==> src/rtl/ctrl_port_pkg.sv <==
package ctrl_port_pkg;
  localparam int DATA_W = 8;
  localparam int ADDR_W = 3;

  function automatic logic [DATA_W-1:0] init_value(input int idx);
    return (idx == 2) ? 8'h33 : 8'h00;
  endfunction
endpackage

==> src/rtl/edge_sync.sv <==
module edge_sync #(
  parameter int W = 3
) (
  input  logic         clk,
  input  logic         rst,
  input  logic [W-1:0] async_in,
  output logic [W-1:0] cur,
  output logic [W-1:0] prev
);
  logic [W-1:0] s1, s2, s3;

  always_ff @(posedge clk) begin
    if (rst) begin
      s1 <= '0;
      s2 <= '0;
      s3 <= '0;
    end else begin
      s1 <= async_in;
      s2 <= s1;
      s3 <= s2;
    end
  end

  assign cur  = s2;
  assign prev = s3;
endmodule

==> src/rtl/frame_engine.sv <==
module frame_engine #(
  parameter int DW = 8,
  parameter int AW = 3
) (
  input  logic          clk,
  input  logic          rst,
  input  logic          sclk_rise,
  input  logic          sclk_fall,
  input  logic          en_lvl,
  input  logic          en_fall,
  input  logic          sdi_lvl,
  input  logic [DW-1:0] rd_word,
  output logic [AW-1:0] rd_addr,
  output logic          wr_en,
  output logic [AW-1:0] wr_addr,
  output logic [DW-1:0] wr_data,
  output logic          sdo,
  output logic          sdo_oe
);
  localparam int HDR   = 1 + AW;
  localparam int FRAME = HDR + DW;
  localparam int SAT   = FRAME + 1;
  localparam int CW    = $clog2(SAT + 1);
  localparam logic [AW-1:0] RO_ADDR = {AW{1'b1}};

  logic [CW-1:0]    cnt_q;
  logic [FRAME-1:0] sh_q;
  logic [DW-1:0]    out_q;

  assign rd_addr = sh_q[AW-1:0];

  always_ff @(posedge clk) begin
    if (rst) begin
      cnt_q   <= '0;
      sh_q    <= '0;
      out_q   <= '0;
      sdo     <= 1'b0;
      sdo_oe  <= 1'b0;
      wr_en   <= 1'b0;
      wr_addr <= '0;
      wr_data <= '0;
    end else begin
      wr_en <= 1'b0;
      if (en_fall && cnt_q == CW'(FRAME) && sh_q[FRAME-1] &&
          sh_q[FRAME-2 -: AW] != RO_ADDR) begin
        wr_en   <= 1'b1;
        wr_addr <= sh_q[FRAME-2 -: AW];
        wr_data <= sh_q[DW-1:0];
      end
      if (!en_lvl) begin
        cnt_q  <= '0;
        sdo_oe <= 1'b0;
      end else begin
        if (sclk_rise) begin
          sh_q <= {sh_q[FRAME-2:0], sdi_lvl};
          if (cnt_q != CW'(SAT)) cnt_q <= cnt_q + 1'b1;
        end
        if (sclk_fall) begin
          if (cnt_q == CW'(HDR) && !sh_q[AW]) begin
            sdo    <= ~rd_word[DW-1];
            out_q  <= {~rd_word[DW-2:0], 1'b0};
            sdo_oe <= 1'b1;
          end else if (sdo_oe && cnt_q < CW'(FRAME)) begin
            sdo   <= out_q[DW-1];
            out_q <= {out_q[DW-2:0], 1'b0};
          end else if (sdo_oe) begin
            sdo_oe <= 1'b0;
          end
        end
      end
    end
  end

  assert_cnt_bound_R1: assert property (@(posedge clk) disable iff (rst)
    cnt_q <= CW'(SAT));
  assert_oe_start_R6: assert property (@(posedge clk) disable iff (rst)
    $rose(sdo_oe) |-> $past(cnt_q) == CW'(HDR));
  assert_oe_drop_R7: assert property (@(posedge clk) disable iff (rst)
    !en_lvl |=> !sdo_oe);
  assert_write_full_frame_R4: assert property (@(posedge clk) disable iff (rst)
    wr_en |-> $past(cnt_q) == CW'(FRAME));
endmodule

==> src/rtl/reg_bank.sv <==
module reg_bank
  import ctrl_port_pkg::*;
#(
  parameter int DW   = 8,
  parameter int AW   = 3,
  parameter int NREG = 1 << AW
) (
  input  logic                   clk,
  input  logic                   rst,
  input  logic                   wr_en,
  input  logic [AW-1:0]          wr_addr,
  input  logic [DW-1:0]          wr_data,
  input  logic [AW-1:0]          rd_addr,
  output logic [DW-1:0]          rd_word,
  input  logic                   vox_flag,
  input  logic [1:0]             noise_lvl,
  output logic [(NREG-1)*DW-1:0] flat
);
  localparam int NWR = NREG - 1;

  logic [DW-1:0] regs [NREG];

  for (genvar k = 0; k < NWR; k++) begin : g_reg
    localparam logic [DW-1:0] RV = DW'(init_value(k));
    always_ff @(posedge clk) begin
      if (rst)                                   regs[k] <= RV;
      else if (wr_en && wr_addr == AW'(k))       regs[k] <= wr_data;
    end
    assign flat[k*DW +: DW] = regs[k];
  end

  always_ff @(posedge clk) begin
    if (rst) regs[NWR] <= '0;
    else     regs[NWR] <= {vox_flag, noise_lvl, {(DW-3){1'b0}}};
  end

  assign rd_word = regs[rd_addr];

  assert_ro_write_R5: assert property (@(posedge clk) disable iff (rst)
    wr_en |-> wr_addr != AW'(NWR));
  assert_reset_vals_R3: assert property (@(posedge clk) disable iff (rst)
    $past(rst) |-> (regs[2] == DW'(init_value(2)) && regs[0] == '0));
endmodule

==> src/rtl/ctrl_serial_port.sv <==
module ctrl_serial_port
  import ctrl_port_pkg::*;
#(
  parameter int DW   = DATA_W,
  parameter int AW   = ADDR_W,
  parameter int NREG = 1 << AW
) (
  input  logic                   clk,
  input  logic                   rst,
  input  logic                   shift_clk,
  input  logic                   frame_en,
  input  logic                   ser_in,
  output logic                   ser_out,
  output logic                   ser_oe,
  input  logic                   vox_flag,
  input  logic [1:0]             noise_lvl,
  output logic [(NREG-1)*DW-1:0] ctrl_flat
);
  logic [2:0]    cur, prev;
  logic          sclk_rise, sclk_fall, en_fall;
  logic [AW-1:0] rd_addr, wr_addr;
  logic [DW-1:0] rd_word, wr_data;
  logic          wr_en;

  edge_sync #(.W(3)) u_sync (
    .clk(clk), .rst(rst),
    .async_in({ser_in, frame_en, shift_clk}),
    .cur(cur), .prev(prev)
  );

  assign sclk_rise = cur[0] & ~prev[0];
  assign sclk_fall = ~cur[0] & prev[0];
  assign en_fall   = ~cur[1] & prev[1];

  frame_engine #(.DW(DW), .AW(AW)) u_eng (
    .clk(clk), .rst(rst),
    .sclk_rise(sclk_rise), .sclk_fall(sclk_fall),
    .en_lvl(cur[1]), .en_fall(en_fall), .sdi_lvl(cur[2]),
    .rd_word(rd_word), .rd_addr(rd_addr),
    .wr_en(wr_en), .wr_addr(wr_addr), .wr_data(wr_data),
    .sdo(ser_out), .sdo_oe(ser_oe)
  );

  reg_bank #(.DW(DW), .AW(AW), .NREG(NREG)) u_bank (
    .clk(clk), .rst(rst),
    .wr_en(wr_en), .wr_addr(wr_addr), .wr_data(wr_data),
    .rd_addr(rd_addr), .rd_word(rd_word),
    .vox_flag(vox_flag), .noise_lvl(noise_lvl),
    .flat(ctrl_flat)
  );

  assert_oe_in_frame_R7: assert property (@(posedge clk) disable iff (rst)
    ser_oe |-> $past(cur[1]));
endmodule

==> config.mk <==
export PLATFORM = sky130hd
export DESIGN_NAME = ctrl_serial_port
export DESIGN_NICKNAME = d
export VERILOG_FILES = /design/src/rtl/ctrl_port_pkg.sv /design/src/rtl/edge_sync.sv /design/src/rtl/frame_engine.sv /design/src/rtl/reg_bank.sv /design/src/rtl/ctrl_serial_port.sv
export SDC_FILE = /design/constraint.sdc
export NUM_CORES = 1
export LEC_CHECK = 0
export ABC_AREA = 1
export ABC_CLOCK_PERIOD_IN_PS = 1500
export CAP_MARGIN = 5
export CORE_AREA = 5 5 87 130
export CTS_CLUSTER_SIZE = 30
export DETAILED_ROUTE_END_ITERATION = 10
export DIE_AREA = 0 0 92 135
export PLACE_DENSITY = 0.84
export SYNTH_ARGS = -nofsm -noshare
export SYNTH_HDL_FRONTEND = slang
export SYNTH_HIERARCHICAL = 1
export SYNTH_SLANG_ARGS = --single-unit
==> constraint.sdc <==
create_clock -name clk -period 1.5 [get_ports clk]
set_clock_uncertainty 0.2 [all_clocks]
set_input_delay 0.375 -clock clk [delete_from_list [all_inputs] [get_ports clk]]
set_output_delay 0.375 -clock clk [all_outputs]
set_load 0.1 [all_outputs]
==> After elaboration in Yosys (flattened, before gate mapping) <==
Memory sizes are Yosys's and may differ from the RTL's. A register that Yosys moved wholly into a read port is not among the register bits.
Index checks and enable logic that the tools add are counted.
{ "op_classes": {"n_eq_ne": 11, "add_sub_neg": 1, "bitwise": 16, "magnitude_cmp": 1, "n_mux": 41, "n_reduce_logical": 20} }
{ "op_table": {"columns": ["op", "count"], "rows": [
  ["$mux W8", 10],
  ["$mux W1", 29],
  ["$logic_and A1 B1 Y1", 12],
  ["$eq A3 B3 Y1 const B", 3],
  ["$or A1 B1 Y1", 8],
  ["$not A7 Y7", 1],
  ["$eq A3 B2 Y1 const B", 2],
  ["$mux W3", 2],
  ["$reduce_and A2 Y1", 3],
  ["$add A4 B1 Y4 const B", 1],
  ["$eq A4 B3 Y1 const B", 1],
  ["$eq A4 B4 Y1 const B", 1],
  ["$lt A4 B4 Y1 const B", 1],
  ["$ne A4 B4 Y1 const B", 1],
  ["$not A1 Y1", 4],
  ["$and A1 B1 Y1", 3],
  ["$eq A3 B1 Y1 const B", 1],
  ["$logic_not A3 Y1", 1],
  ["$ne A3 B3 Y1 const B", 1],
  ["$reduce_and A3 Y1", 1],
  ["$ne A2 B1 Y1 const B", 1],
  ["$reduce_bool A2 Y1", 1],
  ["$reduce_or A2 Y1", 1],
  ["$logic_not A1 Y1", 1]
]} }
{ "totals": {"register_bits": 46, "n_memories": 1, "mem_bits_rw": 64, "wordCells": 102, "out_inout_bits": 58, "in_bits": 8} }
{ "mem_list": {"columns": ["name", "depth", "width", "read_ports", "rd_clocked_by_memory_dff", "write_ports", "line_no", "rtl"], "rows": [
  ["u_bank.regs", 8, 8, 8, 1, 8, "reg_bank.sv:21", "logic [DW-1:0] regs [NREG];"]
]} }

==> Logic depth before layout (Yosys ltp) <==
{ "logic_depth": {"depth_word": 6, "depth_mapped": 11, "depth_no_buf": 10} }

==> Cells and area by module <==
The synthesis kept the hierarchy.
{ "modules_own_cells": {"columns": ["mod", "seq_area_each_um2", "instances", "area_per_inst_um2", "cells_per_inst"], "rows": [
  ["reg_bank", 1741.7, 1, 2931.6, 354],
  ["frame_engine", 740.7, 1, 1596.5, 220],
  ["edge_sync", 180.2, 1, 259.0, 28],
  ["ctrl_serial_port", 0.0, 1, 22.5, 6]
]} }

==> Worst setup path after synthesis <==
Ideal clock, no wire load.
{ "synth_timing": {"path_kind": "register -> register", "start": "reg u_eng.sdo_oe", "end": "reg u_eng.out_q[2]", "required_time_ps": 1187, "arrival_time_ps": 1530, "setup_ps": 113, "path_slack_ps": -343, "path_stages_with_launch": 7, "path_buffers": 1, "period_less_slack_ps": 1843, "cell_sequence": "dfxtp_1 nand2_1 nand2_2 nand2_4 buf_6 nor2_1 nor2_1"} }
{ "synth_via": {"elab_chain_len": 3} }
{ "synth_lines": {"columns": ["item", "line_no", "rtl"], "rows": [
  ["start: declaration", "frame_engine.sv:18", "output logic sdo_oe"],
  ["start signal: assignment", "frame_engine.sv:38", "sdo_oe <= 1'b0;"],
  ["start signal: assignment", "frame_engine.sv:52", "sdo_oe <= 1'b0;"],
  ["start signal: assignment", "frame_engine.sv:62", "sdo_oe <= 1'b1;"],
  ["$logic_and A1 B1 Y1", "frame_engine.sv:63", "end else if (sdo_oe && cnt_q < CW'(FRAME)) begin"],
  ["$reduce_bool A2 Y1 (no source line)", null, null],
  ["$reduce_and A3 Y1 (no source line)", null, null],
  ["end signal: assignment", "frame_engine.sv:61", "out_q <= {~rd_word[DW-2:0], 1'b0};"],
  ["end signal: assignment", "frame_engine.sv:65", "out_q <= {out_q[DW-2:0], 1'b0};"],
  ["end: declaration", "frame_engine.sv:28", "logic [DW-1:0] out_q;"]
]} }
No other way between the ends.
A chain may end at the register's enable or synchronous reset.

==> impl_metrics.ini <==
[final_layout]
num-nets-final = 749
syn2layout_area_growth_pct = 59.16
instances_no_fill = 860
fill_cells = 555
drive_gt1_share_pct = 39.70
fin_util_pct = 75.94
design_area_mm2 = 0.007611
antennaDiodeCount = 0

[floorplan]
core_area_mm2 = 0.01002
start_util_pct = 47.72
die_w_um = 92
die_height_um = 135
ioPinCount = 66
dieArea_mm2 = 0.01242
num_rows = 45

[placed_design]
dp_slack_ns = -0.4148
gp_congestion = 0.9799
port_buffers = 65
dp_cells = 819
dp_hpwl_um = 10000
place_area_mm2 = 0.006489

[sta]
worstMarginPinSlew_ns = 0.5178
hold_viol = 0
timing.final.max_slew_violations = 0
slew_headroom_pct = 65.44
fin_crit_sh_pct = 114.9
hold_ws_ns = 0.1676
final-setup-viol-count = 102
final.min_clock_period_ns = 1.723
fmax_ghz = 0.5803
finalWorstSetupSlack_ns = -0.2232
rsz0062_at_grt = true

[run_status]
status = finished with violations
violations = setup timing

[power_and_ir_drop]
combPwrFrac_pct = 18.1
switchingPower_w = 0.001944
ir_drop_mv = 1.433
clockPowerShare_pct = 35.0
leakage_nw = 3.331
p_int_w = 0.004837
power_density_mw_per_mm2 = 890.9
power_frac_seq_pct = 46.9
swShare_pct = 28.66

[routing]
drc = 0
via_per_inst = 5.972
wirelength_um = 19240
via_count = 5136
drt_iter0_drc = 813
ant_nets = 0
wl_per_cell_um = 22.37
firstDrtPassIters = 6

[logic_synthesis]
synth_area_per_cell_um2 = 7.904
ys_warn_count = 6
syn_area_mm2 = 0.004782
syn_inst = 605
synthesis.nets = 616

[global_route]
grt_max_degree = 31
grt_pass1_vias = 4897
antenna_found_initial = 0
grt_usage_pct = 27.89
gr-total-overflow = 0
grt_pass1_wl_um = 26070

[cts]
htree_levels = 3
clk_latency_ns = 0.36
path_clk_slew_ns = 0.07
cts_sinks = 104
clockBufferDepth = 2
cts_made_buffers = 9
ctsHoldBuffers = 0
cts-root-buf = clkbuf_16
cts_tree = built

[setup_path]
end_kind = flip-flop
path_class = reg2reg
crit_required_ns = 1.59
crit_arrival_ns = 1.81
path_max_fanout = 8
startpoint_type = flip-flop

[job]
drv_cap = 0

[min_path]
hold_path.class = in2reg
## state kept, by name, indices dropped and copies added, names as in the netlist, 2 cells and up
signal,flops
u_eng/out_q,7
u_eng/sh_q,12
u_bank/regs,59
u_eng/wr_addr,3
u_eng/cnt_q,4
u_sync/cur,3
u_sync/s1,3
u_eng/wr_data,8
u_sync/prev,2
## power groups by stage
stage	registers, W	logic [W]	clock network (W)
4_1_cts	0.00317	0.00113	0.00232
2_1_floorplan	0.00368	0.000163	0
3_5_place_dp	0.00322	0.00109	0
5_1_grt	0.00319	0.00126	0.00250
6_report	0.00318	0.00123	0.00237
3_3_place_gp	0.00322	0.00108	0
## metrics by stage
| stage | TNS [ns] | power, W |
|---|---|---|
| after floorplan | -2.301 | 0.003843 |
| after global placement | -43.89 | 0.004297 |
| after detailed placement | -48.25 | 0.004316 |
| after CTS | -4.980 | 0.006619 |
| after global routing | -10.64 | 0.006946 |
| final | -7.618 | 0.006781 |
## layer usage
layer / vias to the layer above / share of wire [%] / wire (µm) / GRT usage [%]
met3: 185 / 10 / 2019 / 5.463
met2: 508 / 49 / 9385 / 48.66
met5: - / 0 / 0 / 0
met1: 2335 / 30 / 5757 / 27.79
met4: 0 / 11 / 2073 / 24.71
li1: 2108 / - / - / -
## path summary, 6_finish.rpt
check	startpoint	to	slack (ns)	cells past startpoint
max	u_eng/sh_q[0]	u_eng/out_q[3]	-0.22	10
min	rst	u_sync/cur[1]	0.17	3
max reg2reg	u_eng/sh_q[0]	u_eng/out_q[3]	-0.22	10
min reg2reg	u_sync/s1[0]	u_sync/cur[0]	0.20	2
## final cells by class
cell class              instances  area (µm²)  share of cell area [%]
inverters                     104       401.6                   5.277
clock buffers                  10       239.0                   3.140
multi-input cells             376        2081                   27.34
well taps                     117       146.4                   1.923
repair buffers                143        2026                   26.62
clock inverters                 6       57.56                  0.7562
flip-flops and latches        104        2660                   34.95
## cell usage in the layout, fill, tap and decap left out, types with 4 or more instances in the layout
| cell | instances |
|---|---|
| edfxtp_1 | 56 |
| buf_12 | 65 |
| o21ai_0 | 5 |
| nand3_2 | 18 |
| inv_1 | 90 |
| dfxtp_1 | 38 |
| nor2_2 | 13 |
| clkdlybuf4s50_1 | 6 |
| nand3_1 | 16 |
| o21ai_2 | 13 |
| clkbuf_16 | 9 |
| inv_2 | 11 |
| nor2_1 | 116 |
| nor2_4 | 11 |
| nand2_2 | 45 |
| nand3_4 | 4 |
| buf_6 | 17 |
| nand2_4 | 11 |
| o21ai_1 | 14 |
| dfxtp_2 | 8 |
| nand2_1 | 99 |
| buf_4 | 50 |
## critical path, stage by stage (launching register included)
cell and delay, ns:
dfxtp_4 0.46, buf_6 0.15, buf_8 0.13, nand2_2 0.06, nand3_2 0.12, nand2_2 0.10, nand2_2 0.07, nand2_2 0.08
o21ai_1 0.16, nor2_1 0.06, nor2_1 0.08
## repair_timing
action,in CTS,in global routing
setup endpoints to repair,173,172
gates resized for setup,94,104
pin swaps,27,29
cloned,3,0
setup buffers,25,13
Note: power is estimated with default switching activity, not from simulation.
